<file path="config.mk">
export PLATFORM = sky130hd
export DESIGN_NAME = fir_tap_sequencer
export DESIGN_NICKNAME = d
export VERILOG_FILES = /design/src/rtl/fts_pkg.sv /design/src/rtl/fts_ctrl.sv /design/src/rtl/fts_data_walk.sv /design/src/rtl/fts_coef_walk.sv /design/src/rtl/fir_tap_sequencer.sv
export SDC_FILE = /design/constraint.sdc
export NUM_CORES = 1
export LEC_CHECK = 0
export BUFFER_PORTS_ARGS = -buffer_cell sky130_fd_sc_hd__buf_2
export CELL_PAD_IN_SITES_DETAIL_PLACEMENT = 1
export CELL_PAD_IN_SITES_GLOBAL_PLACEMENT = 1
export CORE_ASPECT_RATIO = 0.7
export CORE_MARGIN = 2
export CORE_UTILIZATION = 38
export CTS_CLUSTER_SIZE = 12
export DETAILED_ROUTE_END_ITERATION = 6
export PLACE_DENSITY_LB_ADDON = 0.1
export SLEW_MARGIN = 20
export SYNTH_ARGS = -nofsm -noshare
export SYNTH_HDL_FRONTEND = slang
export SYNTH_HIERARCHICAL = 1
export SYNTH_SLANG_ARGS = --single-unit
</file>
<file path="constraint.sdc">
create_clock -name clk -period 4.5 [get_ports clk]
set_clock_uncertainty 0.1 [all_clocks]
set_input_delay 0.9 -clock clk [delete_from_list [all_inputs] [get_ports clk]]
set_output_delay 0.9 -clock clk [all_outputs]
set_load 0.005 [all_outputs]
</file>
<file path="src/rtl/fts_pkg.sv">
package fts_pkg;
  localparam int ORD_W = 7;
  localparam int REG_W = 4;
  localparam int OPC_W = 6;

  typedef enum logic [2:0] {
    ST_IDLE,
    ST_DEC,
    ST_TAP,
    ST_DRAIN,
    ST_DONE
  } fts_state_e;

  typedef struct packed {
    logic [OPC_W-1:0] opc;
    logic [REG_W-1:0] ra;
    logic [REG_W-1:0] rb;
    logic [1:0]       fsym;
    logic             csym;
    logic [ORD_W-1:0] ord;
  } fts_instr_t;
endpackage

</file>
<file path="src/rtl/fts_ctrl.sv">
module fts_ctrl
  import fts_pkg::*;
#(
  parameter logic [OPC_W-1:0] OPC_FILTER = 6'h15,
  parameter int DRAIN_CYC = 4
) (
  input  logic             clk,
  input  logic             rst_n,
  input  logic             start,
  input  fts_instr_t       instr,
  output logic             busy,
  output logic             in_dec,
  output logic             in_tap,
  output logic             done,
  output logic [ORD_W-1:0] tap_idx,
  output logic [ORD_W-1:0] last_idx,
  output logic [REG_W-1:0] ra_sel,
  output logic [REG_W-1:0] rb_sel,
  output logic [1:0]       fsym,
  output logic             csym
);
  localparam int DRN_W = $clog2(DRAIN_CYC) + 1;
  localparam logic [DRN_W-1:0] DRN_LAST = DRN_W'(DRAIN_CYC - 1);

  fts_state_e       state_q, state_d;
  logic [ORD_W-1:0] cnt_q, cnt_d;
  logic [DRN_W-1:0] drn_q, drn_d;
  fts_instr_t       ins_q;
  logic             ld_ins;
  logic             accept;

  assign accept = start && (instr.opc == OPC_FILTER);

  always_comb begin
    state_d = state_q;
    cnt_d   = cnt_q;
    drn_d   = drn_q;
    ld_ins  = 1'b0;
    unique case (state_q)
      ST_IDLE: begin
        if (accept) begin
          state_d = ST_DEC;
          ld_ins  = 1'b1;
        end
      end
      ST_DEC: begin
        state_d = ST_TAP;
        cnt_d   = '0;
      end
      ST_TAP: begin
        if (cnt_q == ins_q.ord) begin
          state_d = ST_DRAIN;
          drn_d   = '0;
        end else begin
          cnt_d = cnt_q + 1'b1;
        end
      end
      ST_DRAIN: begin
        if (drn_q == DRN_LAST) state_d = ST_DONE;
        else                   drn_d   = drn_q + 1'b1;
      end
      ST_DONE: state_d = ST_IDLE;
      default: state_d = ST_IDLE;
    endcase
  end

  always_ff @(posedge clk or negedge rst_n) begin
    if (!rst_n) begin
      state_q <= ST_IDLE;
      cnt_q   <= '0;
      drn_q   <= '0;
    end else begin
      state_q <= state_d;
      cnt_q   <= cnt_d;
      drn_q   <= drn_d;
    end
  end

  always_ff @(posedge clk or negedge rst_n) begin
    if (!rst_n) begin
      ins_q <= '0;
    end else if (ld_ins) begin
      ins_q <= instr;
    end
  end

  assign busy     = (state_q != ST_IDLE);
  assign in_dec   = (state_q == ST_DEC);
  assign in_tap   = (state_q == ST_TAP);
  assign done     = (state_q == ST_DONE);
  assign tap_idx  = cnt_q;
  assign last_idx = ins_q.ord;
  assign ra_sel   = ins_q.ra;
  assign rb_sel   = ins_q.rb;
  assign fsym     = ins_q.fsym;
  assign csym     = ins_q.csym;
endmodule

</file>
<file path="src/rtl/fts_data_walk.sv">
module fts_data_walk #(
  parameter int AW = 12
) (
  input  logic          clk,
  input  logic          rst_n,
  input  logic          load,
  input  logic          step,
  input  logic [AW-1:0] first_a,
  input  logic [AW-1:0] hi_a,
  input  logic [AW-1:0] lo_a,
  output logic [AW-1:0] addr
);
  logic [AW-1:0] cur_q, cur_d;
  logic [AW-1:0] hi_q, lo_q;

  always_comb begin
    cur_d = cur_q;
    if (load)      cur_d = first_a;
    else if (step) cur_d = (cur_q == lo_q) ? hi_q : cur_q - 1'b1;
  end

  always_ff @(posedge clk or negedge rst_n) begin
    if (!rst_n) begin
      cur_q <= '0;
      hi_q  <= '0;
      lo_q  <= '0;
    end else begin
      cur_q <= cur_d;
      if (load) begin
        hi_q <= hi_a;
        lo_q <= lo_a;
      end
    end
  end

  assign addr = cur_q;
endmodule

</file>
<file path="src/rtl/fts_coef_walk.sv">
module fts_coef_walk
  import fts_pkg::*;
#(
  parameter int AW = 12
) (
  input  logic             clk,
  input  logic             rst_n,
  input  logic             load,
  input  logic [AW-1:0]    base_a,
  input  logic             fold,
  input  logic [ORD_W-1:0] last_idx,
  input  logic [ORD_W-1:0] idx,
  output logic [AW-1:0]    addr,
  output logic             mirror
);
  logic [AW-1:0]    base_q;
  logic [ORD_W:0]   taps;
  logic [ORD_W:0]   half;
  logic [ORD_W-1:0] off;

  always_ff @(posedge clk or negedge rst_n) begin
    if (!rst_n)    base_q <= '0;
    else if (load) base_q <= base_a;
  end

  always_comb begin
    taps   = {1'b0, last_idx} + 1'b1;
    half   = (taps + 1'b1) >> 1;
    mirror = fold && ({1'b0, idx} >= half);
    off    = mirror ? (last_idx - idx) : idx;
    addr   = base_q + AW'(off);
  end
endmodule

</file>
<file path="src/rtl/fir_tap_sequencer.sv">
module fir_tap_sequencer
  import fts_pkg::*;
#(
  parameter int AW = 12,
  parameter logic [OPC_W-1:0] OPC_FILTER = 6'h15,
  parameter int DRAIN_CYC = 4
) (
  input  logic              clk,
  input  logic              rst_n,
  input  logic              start,
  input  logic [23:0]       instr,
  output logic              busy,
  output logic [REG_W-1:0]  ra_sel,
  output logic [REG_W-1:0]  rb_sel,
  input  logic [2*AW-1:0]   ra_val,
  input  logic [2*AW-1:0]   rb_val,
  output logic              mac_clr,
  output logic              rd_en,
  output logic [AW-1:0]     dat_addr,
  output logic [AW-1:0]     cof_addr,
  output logic [ORD_W-1:0]  tap_idx,
  output logic              coef_mirror,
  output logic              dual_en,
  output logic              dual_neg,
  output logic              done
);
  logic             in_dec, in_tap;
  logic [ORD_W-1:0] last_idx;
  logic [1:0]       fsym;
  logic             csym;
  logic             mir_raw;

  fts_ctrl #(.OPC_FILTER(OPC_FILTER), .DRAIN_CYC(DRAIN_CYC)) u_ctrl (
    .clk(clk), .rst_n(rst_n), .start(start), .instr(fts_instr_t'(instr)),
    .busy(busy), .in_dec(in_dec), .in_tap(in_tap), .done(done),
    .tap_idx(tap_idx), .last_idx(last_idx), .ra_sel(ra_sel), .rb_sel(rb_sel),
    .fsym(fsym), .csym(csym)
  );

  fts_data_walk #(.AW(AW)) u_data (
    .clk(clk), .rst_n(rst_n), .load(in_dec), .step(in_tap),
    .first_a(ra_val[2*AW-1:AW]), .hi_a(rb_val[2*AW-1:AW]), .lo_a(rb_val[AW-1:0]),
    .addr(dat_addr)
  );

  fts_coef_walk #(.AW(AW)) u_coef (
    .clk(clk), .rst_n(rst_n), .load(in_dec), .base_a(ra_val[AW-1:0]),
    .fold(csym), .last_idx(last_idx), .idx(tap_idx),
    .addr(cof_addr), .mirror(mir_raw)
  );

  assign mac_clr     = in_dec;
  assign rd_en       = in_tap;
  assign coef_mirror = in_tap & mir_raw;
  assign dual_en     = in_tap & (|fsym);
  assign dual_neg    = in_tap & fsym[1] & tap_idx[0];
endmodule

</file>
; Word level (Yosys, flattened, before mapping)
; Index checks and enable logic that the tools add are counted.
[word_totals]
wordCells = 62
regBits = 79
inputBits = 75
output_inout_bits = 46
[classes]
n_addsub = 7
n_reduce_logical = 10
bitwise_logic = 4
eq_ne = 13
mux = 15
order_cmp = 1
[ops]
columns = op, n
row1 = 2-to-1 mux 12 bit, 3
row2 = 2-to-1 mux 3 bit, 5
row3 = 2-to-1 mux 7 bit, 2
row4 = one-hot mux 7 bit (2 select lines), 1
row5 = adder 12 x 7 -> 12 bit, 1
row6 = equality test 12 bit, 1
row7 = one-hot mux 3 bit (4 select lines), 1
row8 = "subtractor 12 x 1 -> 12 bit, second input constant", 1
row9 = "equality test 3 x 2 -> 1 bit, second input constant", 3
row10 = "adder 7 x 1 -> 8 bit, second input constant", 1
row11 = "adder 8 x 1 -> 8 bit, second input constant", 1
row12 = "adder 7 x 1 -> 7 bit, second input constant", 1
row13 = equality test 7 bit, 1
row14 = >= comparator 7 bit, 1
row15 = subtractor 7 bit, 1
row16 = "equality test 6 x 5 -> 1 bit, second input constant", 1
row17 = "!= test 2 x 1 -> 1 bit, second input constant", 3
row18 = one-hot mux 3 bit (2 select lines), 1
row19 = AND reduction 3 bit, 2
row20 = bitwise AND 1 bit, 4
row21 = "!= test 2 bit, second input constant", 2
row22 = nonzero test 2 bit, 2
row23 = "adder 3 x 1 -> 3 bit, second input constant", 1
row24 = "equality test 3 x 1 -> 1 bit, second input constant", 1
row25 = 7 further kinds, 9

; Longest topological paths before layout
[logic_depth]
ltp_word = 6
mapped_depth = 17
depth_no_buf = 17

; By module
; The synthesis kept the hierarchy.
[modules_own_cells]
columns = mod, seq_area_each_um2, area_each_um2, cells_per_inst, instances
row1 = fts_data_walk, 900.9, 1924.3, 168, 1
row2 = fts_ctrl, 775.7, 1567.8, 123, 1
row3 = fts_coef_walk, 300.3, 1438.9, 162, 1
row4 = fir_tap_sequencer, 0.0, 20.0, 3, 1

; Worst setup path before layout
; Ideal clock, no wire load.
[synth_path]
kind = register to output
start = register u_ctrl.ins_q, in the netlist u_ctrl/last_idx[1]
end = output port cof_addr[11]
path_stages_with_launch = 16
n_path_buf = 0
required_time_ps = 3500
path_slack_ps = -126
t_arrival_ps = 3626
cell_sequence = dfrtp_1 > ha_1 > nand3_1 > or2_2 > ha_1 > a21oi_1 > and3_1 > o21ai_0 > nand2_1 > mux2_2 > ha_1 > nand2_1 > o211a_1 > or3_4 > nor3_2 > xor2_1
[synth_between]
elab_chain_cells = 6
word_cells_on_any_way = 7
cone_classes = add/sub: 4 / order compare: 1 / mux: 1 / reduce/logical: 1
[synth_rtl]
columns = item, line_no
row1 = from (decl), fts_ctrl.sv:28  ; fts_instr_t ins_q;
row2 = from (signal assigned), fts_ctrl.sv:83  ; ins_q <= instr;
row3 = adder 7 x 1 -> 8 bit, fts_coef_walk.sv:27  ; taps = {1'b0, last_idx} + 1'b1;
row4 = adder 8 x 1 -> 8 bit, fts_coef_walk.sv:28  ; half = (taps + 1'b1) >> 1;
row5 = >= comparator 7 bit, fts_coef_walk.sv:29  ; mirror = fold && ({1'b0, idx} >= half);
row6 = logical AND 1 bit, fts_coef_walk.sv:29
row7 = 2-to-1 mux 7 bit *, fts_coef_walk.sv:30  ; off = mirror ? (last_idx - idx) : idx;
row8 = adder 12 x 7 -> 12 bit *, fts_coef_walk.sv:31  ; addr = base_q + AW'(off);
row9 = to (decl), fir_tap_sequencer.sv:20  ; output logic [AW-1:0] cof_addr,
; Mark *: on every way between the ends. The rest lies on a longest branch, timed or not.

; Worst setup path in the final report
[layout_path]
start = register u_ctrl.ins_q, in the netlist u_ctrl/last_idx[2]
end = output port cof_addr[11]
; Same word-level chain as after synthesis.

==> results.ini <==
[final_layout]
final_cell_mix=buf_2, dfrtp_1, buf_4
layout_commonest_cell=buf_2
multiInputGateArea_um2=2980
area_growth_pct=34.0
utilization_pct=52.9
drive_above_1_share_pct=46.6
fillers=1405
num_antenna_cells=0
fin_cells=795
nNetsFinal=730
seq_area_um2=1980

[timing]
maxSlewHeadroom_pct=51.2
hold_slack_ns=0.398
worstMarginPinSlew_ns=0.732
final-setup-viol-count=8
hold_violations=0
fmax_mhz=203
finalCritPeriodShare_pct=109
setup_ws_ns=-0.421
grt_setup_unrepaired=yes
slew_viol_final=0
finalSetupTns_ns=-1.98
min_period_ns=4.92

[yosys]
syn-num-nets=558
synth_seq_cells=79
ys_types=58
yosysSeqAreaShare_pct=39.9
netlist_area_um2=4950
syn_area_per_cell_um2=10.9
yosysWarnings=6
syn-instance-count=456
synth_ff_type=dfrtp_1
synth-edff-count=0
ys_async_sr_fraction_pct=100

[setup_path]
crit_family=simple AND/OR/NAND/NOR gates
required_ns=3.50
crit_buf_inv=2
path_max_fanout=6
endpoint_kind=primary output
critPathMaxStageDelay_ns=0.44
critPathLaunchType=flip-flop
crit_slowest_cell=dfrtp_1
crit_type=flip-flop to primary output
cp_common_cell=ha_4
worstPathArrival_ns=3.92
crit_chain=ha_4 > nand3_4 > or2_4 > ha_4 > nand4_1 > o21ai_2 > nand2_4 > buf_6 > mux2_4 > ha_4 > nand2_4 > o211a_1 > or3_4 > nor3_4 > xor2_1 > buf_2

[power]
pwr-share-comb_pct=51.5
seqPwrFrac_pct=29.9
p_per_area_nw_per_um2=640
pwr-share-clk_pct=18.6
p_leak_nw=3.30
switching_share_pct=39.0
vdd_drop_max_uv=301
switchingPower_mw=1.66
p_int_mw=2.59

[die]
fp.coreArea_um2=12500
start_util_pct=39.5
fp.dieH_um=99.5
num_rows=34
die_area_um2=14000
die_w_um=140
io_pins=121

[grt]
grt_pass1_wl_um=23600
antenna_found_initial=2
groute.usage.overall_pct=21.4
grt_pass1_vias=4487
grt_max_degree=67
grt-ovfl-total=0

[clock_network]
clk_transition_reported_paths_ns=0.06
cts_hold_buffers=0
cts_htree_levels=3
cts_sinks=79
cts_buffers=9
clk_latency_ns=0.33
cts_buffer_depth=2
cts-root-buf=clkbuf_16
tritoncts=built

[drt]
drtIter0Drc=118
drt_pass1_iterations=4
via_count=4105
drc=0
wirelength_um=14700
final_antenna_net_count=0
vias_per_cell=5.16
wl_per_cell_um=18.5

[flow_run]
drv_cap=0

[placement]
dp_hpwl_um=10700
place_congestion=0.837
placedCellCount=766
portBuffers=120
dp_slack_ns=-0.234

[run_status]
violations=negative setup slack
status=finished with violations

[min_path]
hold_class=flip-flop to flip-flop

-- power by group through the flow --
stage	clock network (mW)	registers, mW	logic (mW)
floorplan	0	1.19	1.29
global placement	0	1.26	1.87
detailed placement	0	1.27	1.95
CTS	0.815	1.26	2.11
global route	0.837	1.31	2.42
finish	0.791	1.27	2.19
-- logic make-up (layout without fill, tap and decap cells) --
logic type	Yosys count	after routing	synth area share, %
adder cells (fa/ha/maj)	27	27	7.13
buffers and inverters	42	219	4.20
multiplexers	72	72	16.7
XOR/XNOR	43	43	7.61
flip-flops	79	79	39.9
AO/OA/AOI/OAI	73	73	9.83
AND/OR/NAND/NOR	120	120	14.6
-- cell type report --
class	instances	area share, %
Multi-Input combinational cell	335	45.0
Tap cell	162	3.06
Sequential cell	79	29.8
Clock inverter	7	1.43
Inverter	26	1.47
Clock buffer	9	3.40
Timing Repair Buffer	177	15.8
-- through the flow --
step,total power [mW],instance area (µm²)
floorplan,2.48,4950
global placement,3.13,5980
detailed placement,3.22,5980
CTS,4.19,6510
global route,4.57,6630
finish,4.25,6630
-- flip-flops by register name, indices dropped and copies added (netlist names), 2 cells and up --
| register | flops |
|---|---|
| u_ctrl/state_q | 3 |
| u_data/lo_q | 12 |
| u_ctrl/drn_q | 3 |
| u_coef/base_q | 12 |
| u_data/addr | 12 |
| u_ctrl/last_idx | 7 |
| u_data/hi_q | 12 |
| u_ctrl/fsym | 2 |
| u_ctrl/rb_sel | 4 |
| u_ctrl/ra_sel | 4 |
| u_ctrl/tap_idx | 7 |
-- worst paths after layout --
check	cells after the start	start	to	slack, ns
worst max-delay path	16	u_ctrl/last_idx[2]	cof_addr[11]	-0.42
worst min-delay path	1	u_ctrl/ra_sel[2]	u_ctrl/ra_sel[2]	0.40
worst max register to register	6	u_ctrl/state_q[1]	u_data/addr[11]	1.88
worst min register to register	1	u_ctrl/ra_sel[2]	u_ctrl/ra_sel[2]	0.40
max in group asynchronous	2	rst_n	u_data/addr[1]	2.91
min in group asynchronous	1	rst_n	u_ctrl/last_idx[6]	0.49
-- synth_stat cells, types with 2 or more instances --
| cell type | instances | area (µm²) |
|---|---|---|
| dfrtp_1 | 79 | 1980 |
| mux2_2 | 45 | 507 |
| xor2_1 | 29 | 254 |
| nand2_1 | 27 | 101 |
| inv_1 | 26 | 97.6 |
| ha_1 | 25 | 313 |
| nor2_1 | 21 | 78.8 |
| a21oi_1 | 17 | 85.1 |
| mux2i_1 | 17 | 170 |
| o21ai_0 | 14 | 70.1 |
| xnor2_1 | 14 | 123 |
| nor3b_1 | 12 | 90.1 |
| mux2_4 | 10 | 150 |
| nand3_1 | 9 | 45.0 |
| clkbuf_1 | 7 | 26.3 |
| nor3_1 | 7 | 35.0 |
| o21a_1 | 7 | 52.6 |
| o21ai_1 | 7 | 35.0 |
| a211oi_1 | 6 | 45.0 |
| nand2b_1 | 6 | 37.5 |
| nand4_1 | 5 | 31.3 |
| nor2b_1 | 5 | 31.3 |
| and2_1 | 4 | 25.0 |
| and3_1 | 4 | 25.0 |
| buf_6 | 4 | 45.0 |
| nor4_1 | 4 | 25.0 |
| buf_1 | 3 | 11.3 |
| a2111oi_0 | 2 | 17.5 |
| a21o_1 | 2 | 15.0 |
| a22o_1 | 2 | 17.5 |
| a31oi_1 | 2 | 12.5 |
| fa_1 | 2 | 40.0 |
| nor3_2 | 2 | 20.0 |
| nor4_4 | 2 | 42.5 |
| o211a_1 | 2 | 20.0 |
| o211ai_1 | 2 | 15.0 |
| o31ai_1 | 2 | 15.0 |
| or3_4 | 2 | 22.5 |
-- what timing repair did --
item,in CTS,in global routing
setup buffers,9,5
endpoints found under the setup margin,9,10
pin swaps,23,11
gates resized for setup,35,14
-- routing by layer --
| layer | vias to the layer above | part of all wire (%) | track usage, % |
|---|---|---|---|
| met3 | 11 | 4.2 | 5.15 |
| met2 | 90 | 48 | 36.0 |
| met1 | 2034 | 47 | 28.9 |
| li1 | 1966 | - | - |
| met5 | - | 0.16 | 0 |
| met4 | 4 | 0.59 | 3.11 |
Note: power is estimated with default switching activity, not from simulation.
